==> src/rtl/syncrx_pkg.sv <==
package syncrx_pkg;
  typedef enum logic [1:0] {
    RX_IDLE = 2'd0,
    RX_BITS = 2'd1,
    RX_LOCK = 2'd2,
    RX_HOLD = 2'd3
  } rx_state_e;
endpackage

==> src/rtl/syncrx_rst_sync.sv <==
module syncrx_rst_sync #(
  parameter int STAGES = 2
) (
  input  logic clk,
  input  logic rst_n,
  output logic rst_n_sync
);
  logic [STAGES-1:0] sync_q;

  always_ff @(posedge clk or negedge rst_n) begin
    if (!rst_n) sync_q <= '0;
    else        sync_q <= {sync_q[STAGES-2:0], 1'b1};
  end

  assign rst_n_sync = sync_q[STAGES-1];
endmodule

==> src/rtl/syncrx_lowrun.sv <==
module syncrx_lowrun #(
  parameter int RUN_LEN = 12
) (
  input  logic clk,
  input  logic rst_n,
  input  logic line,
  output logic run_hit
);
  localparam int CW = $clog2(RUN_LEN + 1);
  localparam logic [CW-1:0] RUN_FULL = CW'(RUN_LEN);
  localparam logic [CW-1:0] RUN_LAST = CW'(RUN_LEN - 1);

  logic [CW-1:0] cnt_q, cnt_d;

  // saturating count of consecutive low samples
  always_comb begin
    if (line)                  cnt_d = '0;
    else if (cnt_q != RUN_FULL) cnt_d = cnt_q + 1'b1;
    else                       cnt_d = cnt_q;
  end

  // the sample taken at this edge completes the run
  assign run_hit = !line && (cnt_q == RUN_LAST);

  always_ff @(posedge clk or negedge rst_n) begin
    if (!rst_n) cnt_q <= '0;
    else        cnt_q <= cnt_d;
  end
endmodule

==> src/rtl/syncrx_shift.sv <==
module syncrx_shift #(
  parameter int DATA_W = 8
) (
  input  logic              clk,
  input  logic              rst_n,
  input  logic              clr,
  input  logic              shift_en,
  input  logic              line,
  output logic [DATA_W-1:0] word,
  output logic              par
);
  logic [DATA_W-1:0] word_q, word_d;
  logic              par_q, par_d;
  logic              upd;

  assign upd = clr || shift_en;

  always_comb begin
    word_d = word_q;
    par_d  = par_q;
    if (clr) begin
      word_d = '0;
      par_d  = 1'b0;
    end else if (shift_en) begin
      word_d = {line, word_q[DATA_W-1:1]};  // first bit ends in bit 0
      par_d  = par_q ^ line;
    end
  end

  always_ff @(posedge clk or negedge rst_n) begin
    if (!rst_n) begin
      word_q <= '0;
      par_q  <= 1'b0;
    end else if (upd) begin
      word_q <= word_d;
      par_q  <= par_d;
    end
  end

  assign word = word_q;
  assign par  = par_q;
endmodule

==> src/rtl/syncrx_ctrl.sv <==
module syncrx_ctrl
  import syncrx_pkg::*;
#(
  parameter int DATA_W    = 8,
  parameter int STOP_BITS = 2
) (
  input  logic clk,
  input  logic rst_n,
  input  logic line,
  input  logic run_hit,
  input  logic par_acc,
  output logic clr,
  output logic shift_en,
  output logic ev_valid,
  output logic ev_ferr,
  output logic ev_perr,
  output logic ev_brk,
  output logic locked
);
  localparam int FRAME_LEN = 2 + DATA_W + STOP_BITS;
  localparam int POS_W     = $clog2(FRAME_LEN);
  localparam logic [POS_W-1:0] POS_FIRST = POS_W'(1);
  localparam logic [POS_W-1:0] POS_DLAST = POS_W'(DATA_W);
  localparam logic [POS_W-1:0] POS_PAR   = POS_W'(DATA_W + 1);
  localparam logic [POS_W-1:0] POS_END   = POS_W'(FRAME_LEN - 1);

  rx_state_e        state_q, state_d;
  logic [POS_W-1:0] pos_q, pos_d;
  logic             par_bad_q, par_bad_d;
  logic             stop_bad_q, stop_bad_d;
  logic             stop_fail;

  assign stop_fail = stop_bad_q || !line;

  always_comb begin
    state_d    = state_q;
    pos_d      = pos_q;
    par_bad_d  = par_bad_q;
    stop_bad_d = stop_bad_q;
    clr        = 1'b0;
    shift_en   = 1'b0;
    ev_valid   = 1'b0;
    ev_ferr    = 1'b0;
    ev_perr    = 1'b0;
    ev_brk     = 1'b0;
    unique case (state_q)
      RX_IDLE: begin
        if (!line) begin
          state_d    = RX_BITS;
          pos_d      = POS_FIRST;
          clr        = 1'b1;
          par_bad_d  = 1'b0;
          stop_bad_d = 1'b0;
        end
      end
      RX_BITS: begin
        if (pos_q <= POS_DLAST)      shift_en   = 1'b1;
        else if (pos_q == POS_PAR)   par_bad_d  = line ^ par_acc;
        else                         stop_bad_d = stop_fail;
        if (pos_q == POS_END) begin
          if (run_hit) begin
            ev_brk  = 1'b1;
            state_d = RX_HOLD;
          end else if (stop_fail || par_bad_q) begin
            ev_ferr = stop_fail;
            ev_perr = par_bad_q;
            state_d = RX_LOCK;
          end else begin
            ev_valid = 1'b1;
            state_d  = RX_IDLE;
          end
        end else begin
          pos_d = pos_q + 1'b1;
        end
      end
      RX_LOCK: begin
        if (run_hit) begin
          ev_brk  = 1'b1;
          state_d = RX_HOLD;
        end
      end
      RX_HOLD: begin
        if (line) state_d = RX_IDLE;
      end
      default: state_d = RX_IDLE;
    endcase
  end

  always_ff @(posedge clk or negedge rst_n) begin
    if (!rst_n) begin
      state_q    <= RX_IDLE;
      pos_q      <= '0;
      par_bad_q  <= 1'b0;
      stop_bad_q <= 1'b0;
    end else begin
      state_q    <= state_d;
      pos_q      <= pos_d;
      par_bad_q  <= par_bad_d;
      stop_bad_q <= stop_bad_d;
    end
  end

  assign locked = (state_q == RX_LOCK);
endmodule

==> src/rtl/syncframe_rx.sv <==
module syncframe_rx #(
  parameter int DATA_W    = 8,
  parameter int STOP_BITS = 2
) (
  input  logic              clk,
  input  logic              rst_n,
  input  logic              rx_line,
  input  logic              err_ack,
  output logic [DATA_W-1:0] rx_data,
  output logic              rx_valid,
  output logic              frame_err,
  output logic              parity_err,
  output logic              break_pulse,
  output logic              rx_locked
);
  localparam int FRAME_LEN = 2 + DATA_W + STOP_BITS;

  logic              srst_n;
  logic              run_hit, par_acc, clr, shift_en;
  logic              ev_valid, ev_ferr, ev_perr, ev_brk;
  logic [DATA_W-1:0] word;

  logic [DATA_W-1:0] data_q;
  logic              valid_q, brk_q, ferr_q, ferr_d, perr_q, perr_d;

  syncrx_rst_sync #(.STAGES(2)) u_rst (
    .clk(clk), .rst_n(rst_n), .rst_n_sync(srst_n)
  );

  syncrx_lowrun #(.RUN_LEN(FRAME_LEN)) u_run (
    .clk(clk), .rst_n(srst_n), .line(rx_line), .run_hit(run_hit)
  );

  syncrx_shift #(.DATA_W(DATA_W)) u_shift (
    .clk(clk), .rst_n(srst_n), .clr(clr), .shift_en(shift_en),
    .line(rx_line), .word(word), .par(par_acc)
  );

  syncrx_ctrl #(.DATA_W(DATA_W), .STOP_BITS(STOP_BITS)) u_ctrl (
    .clk(clk), .rst_n(srst_n), .line(rx_line), .run_hit(run_hit),
    .par_acc(par_acc), .clr(clr), .shift_en(shift_en),
    .ev_valid(ev_valid), .ev_ferr(ev_ferr), .ev_perr(ev_perr),
    .ev_brk(ev_brk), .locked(rx_locked)
  );

  // sticky flags: break clears, new error sets, acknowledge clears
  always_comb begin
    if (ev_brk)       ferr_d = 1'b0;
    else if (ev_ferr) ferr_d = 1'b1;
    else if (err_ack) ferr_d = 1'b0;
    else              ferr_d = ferr_q;
    if (ev_brk)       perr_d = 1'b0;
    else if (ev_perr) perr_d = 1'b1;
    else if (err_ack) perr_d = 1'b0;
    else              perr_d = perr_q;
  end

  always_ff @(posedge clk or negedge srst_n) begin
    if (!srst_n) begin
      valid_q <= 1'b0;
      brk_q   <= 1'b0;
      ferr_q  <= 1'b0;
      perr_q  <= 1'b0;
    end else begin
      valid_q <= ev_valid;
      brk_q   <= ev_brk;
      ferr_q  <= ferr_d;
      perr_q  <= perr_d;
    end
  end

  always_ff @(posedge clk or negedge srst_n) begin
    if (!srst_n)       data_q <= '0;
    else if (ev_valid) data_q <= word;
  end

  assign rx_data     = data_q;
  assign rx_valid    = valid_q;
  assign break_pulse = brk_q;
  assign frame_err   = ferr_q;
  assign parity_err  = perr_q;
endmodule

==> config.mk <==
export PLATFORM = sky130hd
export DESIGN_NAME = syncframe_rx
export DESIGN_NICKNAME = d
export VERILOG_FILES = /design/src/rtl/syncrx_pkg.sv /design/src/rtl/syncrx_rst_sync.sv /design/src/rtl/syncrx_lowrun.sv /design/src/rtl/syncrx_shift.sv /design/src/rtl/syncrx_ctrl.sv /design/src/rtl/syncframe_rx.sv
export SDC_FILE = /design/constraint.sdc
export NUM_CORES = 1
export LEC_CHECK = 0
export BUFFER_PORTS_ARGS = -buffer_cell sky130_fd_sc_hd__buf_2
export CORE_MARGIN = 3
export CORE_UTILIZATION = 35
export CTS_BUF_LIST = sky130_fd_sc_hd__clkbuf_4 sky130_fd_sc_hd__clkbuf_8 sky130_fd_sc_hd__clkbuf_16
export DETAILED_ROUTE_END_ITERATION = 10
export PLACE_DENSITY_LB_ADDON = 0.2
export REMOVE_ABC_BUFFERS = 1
export SLEW_MARGIN = 5
export SYNTH_ARGS = -nofsm -noshare
export SYNTH_HDL_FRONTEND = slang
export SYNTH_HIERARCHICAL = 1
export SYNTH_SLANG_ARGS = --single-unit
==> constraint.sdc <==
create_clock -name clk -period 3.21 [get_ports clk]
set_clock_uncertainty 0.2 [all_clocks]
set_input_delay 0.642 -clock clk [delete_from_list [all_inputs] [get_ports clk]]
set_output_delay 0.642 -clock clk [all_outputs]
set_load 0.005 [all_outputs]
==> results of run 1 <==
==> worst max-delay path, stage by stage, from the launching register on <==
cell     delay (ps)
dfrtp_1         450
ha_1            260
nand2_1          80
nor3_1          100
or4b_1          580
nor2_1          120
buf_4           220
mux2_4          320
==> area by class of cell <==
class / count / area, sq um / share of cell area
Multi-Input combinational cell: 117 / 864.6 / 0.4183
Clock buffer: 5 / 68.82 / 0.03329
Timing Repair Buffer: 20 / 112.6 / 0.05448
Sequential cell: 35 / 875.8 / 0.4237
Clock inverter: 3 / 20.02 / 0.009685
Tap cell: 67 / 83.83 / 0.04056
Inverter: 11 / 41.29 / 0.01998
==> routing by layer <==
metal / part of all wire / up-vias / global-route usage
li1: - / 630 / -
met1: 0.49 / 634 / 0.1632
met2: 0.45 / 25 / 0.1902
met3: 0.050 / 5 / 0.03968
met4: 0.011 / 0 / 0.04196
met5: 0 / - / 0
==> Yosys cell counts, types with 2 or more instances <==
| library cell | number | area share |
|---|---|---|
| dfrtp_1 | 35 | 0.47 |
| nor2_1 | 15 | 0.030 |
| ha_1 | 10 | 0.067 |
| inv_1 | 10 | 0.020 |
| mux2i_1 | 9 | 0.049 |
| mux2_4 | 8 | 0.065 |
| a21oi_1 | 7 | 0.019 |
| nand2b_1 | 7 | 0.024 |
| nand2_1 | 6 | 0.012 |
| nor3_1 | 6 | 0.016 |
| o21ai_0 | 6 | 0.016 |
| nor2b_1 | 5 | 0.017 |
| buf_6 | 4 | 0.024 |
| nand3_1 | 4 | 0.011 |
| a31oi_1 | 3 | 0.010 |
| nand4_1 | 3 | 0.010 |
| a22o_1 | 2 | 0.0094 |
| and3b_1 | 2 | 0.0094 |
| buf_4 | 2 | 0.0081 |
| nand3b_1 | 2 | 0.0081 |
| o211ai_1 | 2 | 0.0081 |
| o22ai_1 | 2 | 0.0067 |
==> sequential cells by signal, indices dropped and copies added, names as in the netlist, 2 cells and up, named ones only <==
register	flops
rx_data	8
u_run/cnt_q	4
u_ctrl/pos_q	4
u_rst/sync_q	2
u_shift/word	8
==> stage by stage <==
step                      hold slack [ps]  setup slack [ps]  instance area (sq um)
after CTS                           91.66             790.1                   2067
after global placement              77.27             586.8                   1968
after floorplan                     131.2             623.6                   1782
after global routing                118.5             656.9                   2067
final                               68.51             782.5                   2067
after detailed placement            86.56             516.0                   1968
==> repair_timing <==
item                                   CTS  global route
hold buffers                             1             0
endpoints found under the hold margin    2             0
resized for setup                        0             0
setup endpoints to repair                0             0
==> path summary, 6_finish.rpt <==
kind,start,end,cells after the start
worst max-delay path,u_run/cnt_q[0]$_DFFE_PN0P_,rx_data[6]$_DFFE_PN0P_,7
worst min-delay path,u_rst/sync_q[1]$_DFF_PN0_,u_ctrl/par_bad_q$_DFFE_PN0P_,1
worst max register to register,u_run/cnt_q[0]$_DFFE_PN0P_,rx_data[6]$_DFFE_PN0P_,7
worst min register to register,u_rst/sync_q[1]$_DFF_PN0_,u_ctrl/par_bad_q$_DFFE_PN0P_,1
max in group asynchronous,rst_n,u_rst/sync_q[1]$_DFF_PN0_,2
min in group clk,u_rst/sync_q[0]$_DFF_PN0_,u_rst/sync_q[1]$_DFF_PN0_,0
==> report_power, final <==
group	leakage [uW]	total (uW)	internal, uW	switching (uW)
logic	0.000487	488	213	275
clock network	0.0000402	319	151	168
registers	0.000468	598	517	81.0
==> cells by family (layout without fill, tap and decap cells) <==
group / after synthesis / count (layout) / share of synthesized area
simple gates: 57 / 57 / 0.1680
flops: 35 / 35 / 0.4723
compound gates: 31 / 31 / 0.1107
buf+inv: 20 / 39 / 0.06139
mux: 17 / 17 / 0.1134
fa+ha+maj: 10 / 10 / 0.06748
other cells: 1 / 1 / 0.002022
xor+xnor: 1 / 1 / 0.004724
==> impl_metrics.tcl, run 1 <==
set metrics [dict create \
    synth_cells 172 \
    dr.pass1.iters 4 \
    fin_total_pwr_uw 1404 \
    final_common_cell "dfrtp_1" \
    die_w_microns 78.79 \
    cp-start-kind "flip-flop" \
    fin_crit_ps 2428 \
    peakVddDrop_mv 0.1981 \
    drt_wl_total_microns 3483 \
    min_path_type "flip-flop to asynchronous set/reset pin" \
    yosysWarnings 6 \
    synthArstFlopShare 1.000 \
    fill_cells 499 \
    place_congestion 0.7444 \
    power.leakage_uw 0.0009959 \
    regToRegSetupSlack_ps 780 \
    placed_cells 249 \
    die_area_sq_um 6207 \
    cts-root-buf "clkbuf_8" \
    fin_setup_tns_ps 0 \
    syn_area_sq_um 1854 \
    synth-seq-cells 35 \
    period_share 0.7562 \
    setup_violations 0 \
    grt_max_degree 34 \
    overflow 0 \
    cp-end-kind "flip-flop" \
    dieHeight_microns 78.79 \
    worstMarginPinSlew_ps 592.1 \
    n_antenna_cell 0 \
    synth_edf_count 0 \
    grt_pass1_wl_microns 6058 \
    arrival_ps 2400 \
    relSlewSlack 0.6022 \
    first_iter_violations 68 \
    viasPerCell 5.016 \
    syn_area_per_cell_sq_um 10.78 \
    rsz0062_at_grt "false" \
    io_buffer_count 16 \
    grt_use_total 0.1234 \
    final_nets 204 \
    fin_util 0.4209 \
    layout_common_cells "dfrtp_1, buf_2, nor2_1" \
    cts_setup_buffers 0 \
    clk_path_buf_depth 2 \
    maxSlewViolCount 0 \
    status "complete, no violations" \
    core_sq_um 4911 \
    yosysSeqAreaShare 0.4723 \
    power_density_nw_per_um2 679.4 \
    antenna_found_initial 0 \
    drc 0 \
    htree_levels 2 \
    dpl.hpwl_microns 2433 \
    ant_nets 0 \
    clk-insertion-delay-late_ps 290 \
    num_vias 1294 \
    maxCapViolCount 0 \
    critPathMaxFanout 9 \
    finalHoldViolations 0 \
    worstPathRequired_ps 3180 \
    wl_per_cell_microns 13.50 \
    clock-sinks 35 \
    ys.flop_type "dfrtp_1" \
    io_pins 17 \
    fmax_ghz 0.4119 \
    cts_made_buffers 5 \
    ys_types 44 \
    grt_pass1_vias 1271 \
    fin_cells 258 \
    drive_above_1_share 0.2094 \
    area_growth_pct 11.47 \
    clkTransAtPathRegs_ps 80 \
    placementRows 25 \
    start_util 0.3776 \
    timing_worst_setup_path_type "flip-flop to flip-flop" \
    cts_tree "built" \
]
(Power assumes the default switching activity.)
==> inputs of run 2 (changes only) <==
==> constraint.sdc (replaced) <==
create_clock -name clk -period 2.05 [get_ports clk]
set_clock_uncertainty 0.2 [all_clocks]
set_input_delay 0.41 -clock clk [delete_from_list [all_inputs] [get_ports clk]]
set_output_delay 0.41 -clock clk [all_outputs]
set_load 0.005 [all_outputs]
==> run 2 against run 1 <==
Effect of this change: fmax up 16%; total power up 74%; clock power up 94%; first-iteration DRC count down 37%; sequential cell count unchanged; design area up 10%; via count up 6.1%; count of clock-buffer cells in the layout unchanged; the run now ends with negative setup slack left.
==> impl_metrics.tcl, run 2 (synthesized netlist as in run 1, its figures left out) <==
set metrics [dict create \
    status "finished, violations left" \
    violations "negative setup slack" \
    timing_worst_setup_path_type "flip-flop to flip-flop" \
    start_util 0.3776 \
    rsz0062_at_grt "true" \
    min_path_type "flip-flop to asynchronous set/reset pin" \
    fin_setup_tns_ps -182.0 \
    grt_pass1_wl_microns 6561 \
    holdWs_ps 22.80 \
    final_nets 221 \
    reg2reg_depth 7 \
    peakVddDrop_mv 0.4920 \
    reg2reg_to "rx_data[4]$_DFFE_PN0P_" \
    cp-start-kind "flip-flop" \
    period_share 1.020 \
    power.leakage_uw 0.001112 \
    place_congestion 0.7194 \
    setup_violations 8 \
    viasPerCell 4.993 \
    layout_common_cells "dfrtp_1, buf_2, buf_4" \
    cts-root-buf "clkbuf_8" \
    finalHoldViolations 0 \
    register_area_sq_um 877.1 \
    regToRegSetupSlack_ps -40 \
    r2r-start "u_run/cnt_q[1]$_DFFE_PN0P_" \
    arrival_ps 2060 \
    area_growth_pct 22.74 \
    maxSlewViolCount 0 \
    wl_per_cell_microns 13.25 \
    core_sq_um 4911 \
    drc 0 \
    cts_made_buffers 5 \
    worstPathRequired_ps 2020 \
    dieHeight_microns 78.79 \
    io_pins 17 \
    critPathMaxFanout 5 \
    placementRows 25 \
    drive_above_1_share 0.3077 \
    final_cell_area_sq_um 2276 \
    fin_crit_ps 2090 \
    clk_path_buf_depth 2 \
    grt_use_total 0.1329 \
    first_iter_violations 43 \
    dr.pass1.iters 5 \
    drt_wl_total_microns 3644 \
    num_vias 1373 \
    cp-endpoint "rx_data[4]$_DFFE_PN0P_" \
    finalWorstSetupSlack_ps -40.24 \
    fill_cells 474 \
    relSlewSlack 0.6371 \
    ant_nets 0 \
    n_antenna_cell 0 \
    clock-sinks 35 \
    clkTransAtPathRegs_ps 70 \
    power_density_nw_per_um2 1071 \
    die_area_sq_um 6207 \
    overflow 0 \
    io_buffer_count 16 \
    dpl.hpwl_microns 2616 \
    cp-end-kind "flip-flop" \
    htree_levels 2 \
    grt_max_degree 24 \
    die_w_microns 78.79 \
    antenna_found_initial 0 \
    grt_pass1_vias 1384 \
    clk-insertion-delay-late_ps 280 \
    cts_tree "built" \
    fmax_ghz 0.4784 \
    maxCapViolCount 0 \
    crit_start "u_run/cnt_q[1]$_DFFE_PN0P_" \
    post_dp_cell_area_sq_um 2083 \
    worstMarginPinSlew_ps 544.3 \
    multi_input_area_sq_um 888.4 \
    final_common_cell "dfrtp_1" \
]
## run 2: cell types whose count changed in the layout (fill, tap and decap cells not counted), sizes merged
| cell | delta |
|---|---|
| bufinv | +1 |
| clkinvlp | -2 |
| buf | +17 |
| clkinv | +1 |
## run 2: critical path, stage by stage, from the launching register on
cell and delay (ps):
dfrtp_1 400, ha_2 200, nand2_2 60, nor3_2 40
or4b_4 500, nor2_4 130, buf_6 150, mux2_4 300
## run 2: per-layer routing
layer	track usage	wire [microns]
met1	0.1755	1772
met2	0.2097	1657
met3	0.04195	185
met4	0.03671	29
met5	0	0
## run 2: power breakdown
group / leakage, uW / internal, uW / total (uW) / switching [uW]
Sequential: 0.000468 / 811 / 937 / 126
Combinational: 0.000586 / 419 / 881 / 462
Clock: 0.0000581 / 362 / 618 / 256
Total: 0.00111 / 1590 / 2440 / 844
## run 2: worst min-delay path by stage
stage	start	to	slack (ps)	depth (start not counted)
global route	u_rst/sync_q[1]$_DFF_PN0_	u_ctrl/pos_q[2]$_DFFE_PN0P_	70	0
detailed placement	rst_n	u_rst/sync_q[0]$_DFF_PN0_	-4	1
finish	u_rst/sync_q[1]$_DFF_PN0_	u_run/cnt_q[1]$_DFFE_PN0P_	20	0
global placement	rst_n	u_rst/sync_q[0]$_DFF_PN0_	-5	1
CTS	u_rst/sync_q[1]$_DFF_PN0_	u_ctrl/pos_q[3]$_DFFE_PN0P_	30	0
floorplan	rst_n	u_rst/sync_q[0]$_DFF_PN0_	-90	0
## run 2: repair_timing
item	4_1_cts	5_1_grt
resized for setup	9	2
setup buffers	3	1
hold buffers	1	0
cloned	1	0
endpoints found under the hold margin	2	0
pin swaps	4	1
endpoints found under the setup margin	8	10
## run 2: per-stage QoR
stage,power [uW],setup WS (ps),util,instances
final,2437,-40.24,0.4634,275
after global routing,2632,-127.5,0.4634,275
after CTS,2452,-60.64,0.4611,274
after detailed placement,1798,-203.3,0.4242,261
after global placement,1768,-146.5,0.4242,261
after floorplan,1509,-536.4,-,163
## run 2: layout make-up
type / count / share of cell area
well taps: 67 / 0.03683
inverters: 11 / 0.01814
repair buffers: 37 / 0.1198
multi-input cells: 117 / 0.3903
clock inverters: 3 / 0.01924
flip-flops and latches: 35 / 0.3854
clock buffers: 5 / 0.03024
